==> src/rtl/lzc_pkg.sv <==
package lzc_pkg;

  // number of tree levels needed for a power-of-two width
  function automatic int lzc_levels(input int width);
    int lv;
    lv = 0;
    while ((1 << lv) < width) lv++;
    return lv;
  endfunction

  function automatic bit lzc_is_pow2(input int width);
    return (width >= 2) && ((width & (width - 1)) == 0);
  endfunction

endpackage

==> src/rtl/lzc_cell2.sv <==
// Leaf cell: two operand bits to a flag and a 1-bit partial count.
module lzc_cell2 (
  input  logic [1:0] pair_i,
  output logic       zero_o,
  output logic       cnt_o
);

  always_comb begin
    zero_o = ~(pair_i[1] | pair_i[0]);
    cnt_o  = ~pair_i[1];
  end

endmodule

==> src/rtl/lzc_merge.sv <==
// Joins two half-width results into one of twice the width.
module lzc_merge #(
  parameter int HALF_CW = 1,
  parameter int OUT_CW  = HALF_CW + 1
) (
  input  logic               hi_zero_i,
  input  logic               lo_zero_i,
  input  logic [HALF_CW-1:0] hi_cnt_i,
  input  logic [HALF_CW-1:0] lo_cnt_i,
  output logic               zero_o,
  output logic [OUT_CW-1:0]  cnt_o
);

  logic [HALF_CW-1:0] sel_hi;
  logic [HALF_CW-1:0] sel_lo;

  always_comb begin
    sel_lo = {HALF_CW{hi_zero_i}} & lo_cnt_i;
    sel_hi = {HALF_CW{~hi_zero_i}} & hi_cnt_i;
    zero_o = hi_zero_i & lo_zero_i;
    cnt_o  = {hi_zero_i, sel_hi | sel_lo};
  end

endmodule

==> src/rtl/lead_zero_count.sv <==
module lead_zero_count
  import lzc_pkg::*;
#(
  parameter int WIDTH = 64,
  parameter int CNT_W = lzc_levels(WIDTH)
) (
  input  logic [WIDTH-1:0] word_i,
  output logic             all_zero_o,
  output logic [CNT_W-1:0] count_o
);

  localparam int LEVELS = lzc_levels(WIDTH);

  genvar k;
  for (k = 0; k < LEVELS; k++) begin : g_lvl
    localparam int NODES = WIDTH >> (k + 1);
    localparam int CW    = k + 1;
    logic [NODES-1:0]    vq;
    logic [NODES*CW-1:0] zq;

    if (k == 0) begin : g_leaf
      for (genvar n = 0; n < NODES; n++) begin : g_cell
        lzc_cell2 u_cell (
          .pair_i (word_i[2*n +: 2]),
          .zero_o (vq[n]),
          .cnt_o  (zq[n])
        );
      end
    end else begin : g_join
      for (genvar n = 0; n < NODES; n++) begin : g_node
        lzc_merge #(.HALF_CW(CW - 1), .OUT_CW(CW)) u_merge (
          .hi_zero_i (g_lvl[k-1].vq[2*n+1]),
          .lo_zero_i (g_lvl[k-1].vq[2*n]),
          .hi_cnt_i  (g_lvl[k-1].zq[(2*n+1)*(CW-1) +: (CW-1)]),
          .lo_cnt_i  (g_lvl[k-1].zq[(2*n)*(CW-1) +: (CW-1)]),
          .zero_o    (vq[n]),
          .cnt_o     (zq[n*CW +: CW])
        );
      end
    end
  end

  assign all_zero_o = g_lvl[LEVELS-1].vq[0];
  assign count_o    = g_lvl[LEVELS-1].zq[CNT_W-1:0];

endmodule

==> config.mk <==
export PLATFORM = sky130hd
export DESIGN_NAME = lead_zero_count
export DESIGN_NICKNAME = d
export VERILOG_FILES = /design/src/rtl/lzc_pkg.sv /design/src/rtl/lzc_cell2.sv /design/src/rtl/lzc_merge.sv /design/src/rtl/lead_zero_count.sv
export SDC_FILE = /design/constraint.sdc
export NUM_CORES = 1
export LEC_CHECK = 0
export ABC_CLOCK_PERIOD_IN_PS = 5200
export BUFFER_PORTS_ARGS = -buffer_cell sky130_fd_sc_hd__buf_4
export CAP_MARGIN = 20
export CORE_ASPECT_RATIO = 1.2
export CORE_UTILIZATION = 53
export DETAILED_ROUTE_END_ITERATION = 8
export GPL_TIMING_DRIVEN = 0
export PLACE_DENSITY = 0.92
export SLEW_MARGIN = 10
export SYNTH_ARGS = -nofsm -noshare
export SYNTH_HDL_FRONTEND = slang
export SYNTH_HIERARCHICAL = 1
export SYNTH_SLANG_ARGS = --single-unit
==> constraint.sdc <==
create_clock -name vclk -period 5.2
set_input_delay 0.52 -clock vclk [all_inputs]
set_output_delay 0.52 -clock vclk [all_outputs]
set_load 0.005 [all_outputs]
Word level (Yosys, flattened, before mapping)
Cells that the tools add are included.
{"block": "totals", "reg_bits": 0, "in_bits": 64, "out_inout_bits": 7, "word_cells": 235}
{"block": "classes", "n_bitwise": 235}
{"op": "1-bit inverter", "count": 79}
{"op": "1-bit AND", "count": 63}
{"op": "1-bit bitwise OR", "count": 48}
{"op": "2-bit AND", "count": 16}
{"op": "3-bit AND", "count": 8}
{"op": "4-bit AND", "count": 4}
{"op": "2-bit bitwise OR", "count": 8}
{"op": "3-bit bitwise OR", "count": 4}
{"op": "5-bit AND", "count": 2}
{"op": "4-bit bitwise OR", "count": 2}
{"op": "5-bit bitwise OR", "count": 1}

Depth between registers and ports, before layout
{"block": "depth", "depth_word": 12, "ltp_mapped": 6, "mapped_depth_nobuf": 6}

Hierarchy
The synthesis kept the hierarchy.
{"mod": "lzc_merge (g_lvl[1].g_join.g_node[0].u_merge ...)", "n_inst": 16, "cells_per_inst": 3, "area_per_inst_um2": 30.0, "seq_area_each_um2": 0.0}
{"mod": "lzc_merge (g_lvl[2].g_join.g_node[0].u_merge ...)", "n_inst": 8, "cells_per_inst": 4, "area_per_inst_um2": 37.5, "seq_area_each_um2": 0.0}
{"mod": "lzc_cell2", "n_inst": 32, "cells_per_inst": 2, "area_per_inst_um2": 7.5, "seq_area_each_um2": 0.0}
{"mod": "lzc_merge (g_lvl[3].g_join.g_node[0].u_merge ...)", "n_inst": 4, "cells_per_inst": 5, "area_per_inst_um2": 48.8, "seq_area_each_um2": 0.0}
{"mod": "lzc_merge (g_lvl[4].g_join.g_node[0].u_merge ...)", "n_inst": 2, "cells_per_inst": 6, "area_per_inst_um2": 60.1, "seq_area_each_um2": 0.0}
{"mod": "lzc_merge (g_lvl[5].g_join.g_node[0].u_merge)", "n_inst": 1, "cells_per_inst": 7, "area_per_inst_um2": 71.3, "seq_area_each_um2": 0.0}

Least setup slack after synthesis
Ideal clock, no wire load.
{"block": "synth_timing", "kind": "input to output", "startpoint": "input port word_i[2]", "endpoint": "output port count_o[0]", "arrival_ns": 2.009, "required_ns": 4.680, "setup_slack_ns": 2.671, "path_stages": 6, "path_buffers": 0, "path_cell_list": "nor2_1 > mux2_4 > mux2_2 > mux2_2 > mux2_2 > mux2_2"}
{"block": "synth_between", "elab_chain_len": 12, "elab_cells_between_ends": 13, "cone_classes": "bitwise (13)"}
{"element": "start: declaration", "line": "lead_zero_count.sv:7", "source": "input logic [WIDTH-1:0] word_i,"}
{"element": "1-bit bitwise OR *", "line": "lzc_cell2.sv:9", "source": "zero_o = ~(pair_i[1] | pair_i[0]);"}
{"element": "1-bit inverter", "line": "lzc_cell2.sv:9"}
{"element": "1-bit AND", "line": "lzc_merge.sv:18", "source": "sel_lo = {HALF_CW{hi_zero_i}} & lo_cnt_i;"}
{"element": "1-bit bitwise OR *", "line": "lzc_merge.sv:21", "source": "cnt_o = {hi_zero_i, sel_hi | sel_lo};"}
{"element": "net g_lvl[1].zq[0]", "line": "lead_zero_count.sv:19", "source": "logic [NODES*CW-1:0] zq;"}
{"element": "2-bit AND *", "line": "lzc_merge.sv:18"}
{"element": "2-bit bitwise OR *", "line": "lzc_merge.sv:21"}
{"element": "net g_lvl[2].zq[0]", "line": "lead_zero_count.sv:19"}
{"element": "3-bit AND *", "line": "lzc_merge.sv:18"}
{"element": "3-bit bitwise OR *", "line": "lzc_merge.sv:21"}
{"element": "net g_lvl[3].zq[0]", "line": "lead_zero_count.sv:19"}
{"element": "4-bit AND *", "line": "lzc_merge.sv:18"}
{"element": "4-bit bitwise OR *", "line": "lzc_merge.sv:21"}
{"element": "net g_lvl[4].zq[0]", "line": "lead_zero_count.sv:19"}
{"element": "5-bit AND *", "line": "lzc_merge.sv:18"}
{"element": "5-bit bitwise OR *", "line": "lzc_merge.sv:21"}
{"element": "end: declaration", "line": "lead_zero_count.sv:9", "source": "output logic [CNT_W-1:0] count_o"}
Mark *: on every way through the listed nets, which the timed path passes. The rest lies on a longest branch.

Worst setup path in the final report
{"block": "layout_timing", "startpoint": "input port word_i[18]", "endpoint": "output port count_o[0]"}
{"block": "layout_between", "elab_chain_len": 12, "elab_cells_between_ends": 18, "cone_classes": "bitwise (18)"}
{"element": "1-bit bitwise OR", "line": "lzc_cell2.sv:9"}
{"element": "1-bit inverter", "line": "lzc_cell2.sv:9"}
{"element": "net g_lvl[0].vq[9]", "line": "lead_zero_count.sv:18", "source": "logic [NODES-1:0] vq;"}
{"element": "1-bit AND", "line": "lzc_merge.sv:18"}
{"element": "1-bit bitwise OR", "line": "lzc_merge.sv:21"}
{"element": "net g_lvl[1].zq[8]", "line": "lead_zero_count.sv:19"}
{"element": "2-bit AND", "line": "lzc_merge.sv:18"}
{"element": "2-bit bitwise OR", "line": "lzc_merge.sv:21"}
{"element": "net g_lvl[2].zq[6]", "line": "lead_zero_count.sv:19"}
{"element": "3-bit AND", "line": "lzc_merge.sv:18"}
{"element": "3-bit bitwise OR", "line": "lzc_merge.sv:21"}
{"element": "net g_lvl[3].zq[4]", "line": "lead_zero_count.sv:19"}
{"element": "4-bit AND", "line": "lzc_merge.sv:19", "source": "sel_hi = {HALF_CW{~hi_zero_i}} & hi_cnt_i;"}
{"element": "4-bit bitwise OR", "line": "lzc_merge.sv:21"}
{"element": "net g_lvl[4].zq[0]", "line": "lead_zero_count.sv:19"}
{"element": "5-bit AND", "line": "lzc_merge.sv:18"}
{"element": "5-bit bitwise OR", "line": "lzc_merge.sv:21"}
The timed path passes the listed nets, and every way through them passes these cells.

==> flow_summary.toml <==
[run_status]
status = "finished, final reports clean"

[place]
dpl_cell_area_sq_um = 1980
port_buffers = 71
gp_congestion = 0.754
dp_hpwl_mm = 2.46

[logic_synthesis]
synthAdderAreaFrac_pct = 0
synth_cell_types = 6
yosys-top-cells-area = "mux2_2, mux2_4, and2_2, buf_4, inv_1"
synth_largest_area_cell = "mux2_2"
syn_inst = 183
synth-simple-area-share_pct = 25.1
muxShareOfSynthArea_pct = 49.9
synth-compound-area-share_pct = 0
syn-num-nets = 247
synth_top_area_share_pct = 32.8
syn_avg_cell_area_sq_um = 7.69
synthTopCellsByCount = "mux2_2, inv_1, nor2_1"
synthXorXnorAreaFrac_pct = 0
synth_top_family_by_area = "multiplexers"
synth_warnings = 6
syn_area_sq_um = 1410
synth_most_common_cell = "mux2_2"
seq_area_frac_synth_pct = 0

[grt]
grt_usage_pct = 19.8
gr-total-overflow = 0
use_met2_pct = 45.8
antenna_found_initial = 0
grt_pass1_vias = 1302
grt_max_degree = 8
grt_pass1_wl_mm = 4.69
use_met1_pct = 18.5
grtUsageMet3_pct = 0.775
top_usage_layer = "met2"

[sta]
slew_viol_final = 0
rsz0062_at_grt = "no"
relSlewSlack_pct = 83.0
tightest_slew_ns = 0.254
setup_viol_count_final = 0
tns_ns = 0
fmax_ghz = 0.349
hold_viol = 0
fin_crit_sh_pct = 55.1
finalCriticalPeriod_ns = 2.86

[cells_and_area]
drive_above_1_share_pct = 74.8
seq_area_sq_um = 0
seq_cells = 0
antenna_cells = 0
stdcell_area_sq_um = 1980
n_clock_buffer = 0
area_growth_pct = 40.8
fillCellCount = 204
nets = 320

[min_path]
hold_path.class = "input port to output pin"
min_delay_path_depth = 8

[die]
coreArea_sq_um = 2530
die-height_um = 58.5
die-area_sq_um = 2870
ioPinCount = 71
placementRows = 20
initial_core_util_pct = 55.7
fp.dieW_um = 49.0

[critical_path]
crit_type = "input port to output pin"
worst_setup_path_start_kind = "input port"
cp.arrival_ns = 2.34
crit_path_end_kind = "output pin"
cp_max_fo = 3
required_ns = 4.68

[routing]
wirelength_mm = 2.75
remaining_drc_errors = 0
vias = 1302
via_per_inst = 4.54
ant_nets = 0
wl_per_cell_um = 9.58
dr.pass1.iters = 4
drtIter0Drc = 7

[clocking]
post_cts_buffers = 0
hold_buffers = 0
ctsResizeCount = 0

[power_and_ir_drop]
finalPower_w = 0.000109
leakage_nw = 1.15
ir_worst_vdd_uv = 36.3
power_density_nw_per_um2 = 55.2

[flow_run]
cap_viol_max_count = 0
[cell type report]
cell class / instances / area [sq um] / share of cell area (%)
buffer: 31 / 233 / 11.7
inverter: 32 / 120 / 6.06
multi-input combinational: 120 / 1050 / 53.2
tap: 33 / 41.3 / 2.08
timing repair buffer: 71 / 533 / 26.9
[metal layers]
metal	up-vias	part of all wire (%)
met5	-	0
met1	573	37
met3	4	3.2
met4	0	1.1
li1	687	-
met2	38	58
[metrics by stage]
| step | setup WS (ns) | instances | hold WS [ns] | utilization, % |
|---|---|---|---|---|
| after CTS | 2.33 | 287 | 1.94 | 78.4 |
| after global routing | 2.23 | 287 | 1.99 | 78.4 |
| final | 2.34 | 287 | 1.94 | 78.4 |
| after floorplan | 2.67 | 183 | 1.70 | - |
| after detailed placement | 2.34 | 287 | 1.94 | 78.4 |
| after global placement | 2.36 | 287 | 1.93 | 78.4 |
[power breakdown]
group	switching (W)	internal, W	total, W
Sequential	0	0	0
Clock	0	0	0
Combinational	0.0000325	0.0000770	0.000109
Total	0.0000325	0.0000770	0.000109
[worst paths after layout]
| check | startpoint | to | slack (ns) |
|---|---|---|---|
| min | word_i[15] | count_o[0] | 1.94 |
| max | word_i[18] | count_o[0] | 2.34 |
[critical path, cell delays in order]
cell and delay, ns:
buf_4 0.11, nor2_1 0.22, mux2_4 0.33, mux2_2 0.25
mux2_2 0.27, mux2_2 0.25, mux2_2 0.26, buf_4 0.14
[cell families (layout without fill, tap and decap cells)]
kind of cell | Yosys count | count (layout)
buffers and inverters | 63 | 134
muxes | 57 | 57
and+or+nand+nor | 63 | 63
[cells in the final DEF, fill, tap and decap left out]
master / n
mux2_4: 16
nor2_1: 32
and2_2: 31
inv_1: 32
buf_4: 102
mux2_2: 41
Note: power is estimated with default switching activity, not from simulation.
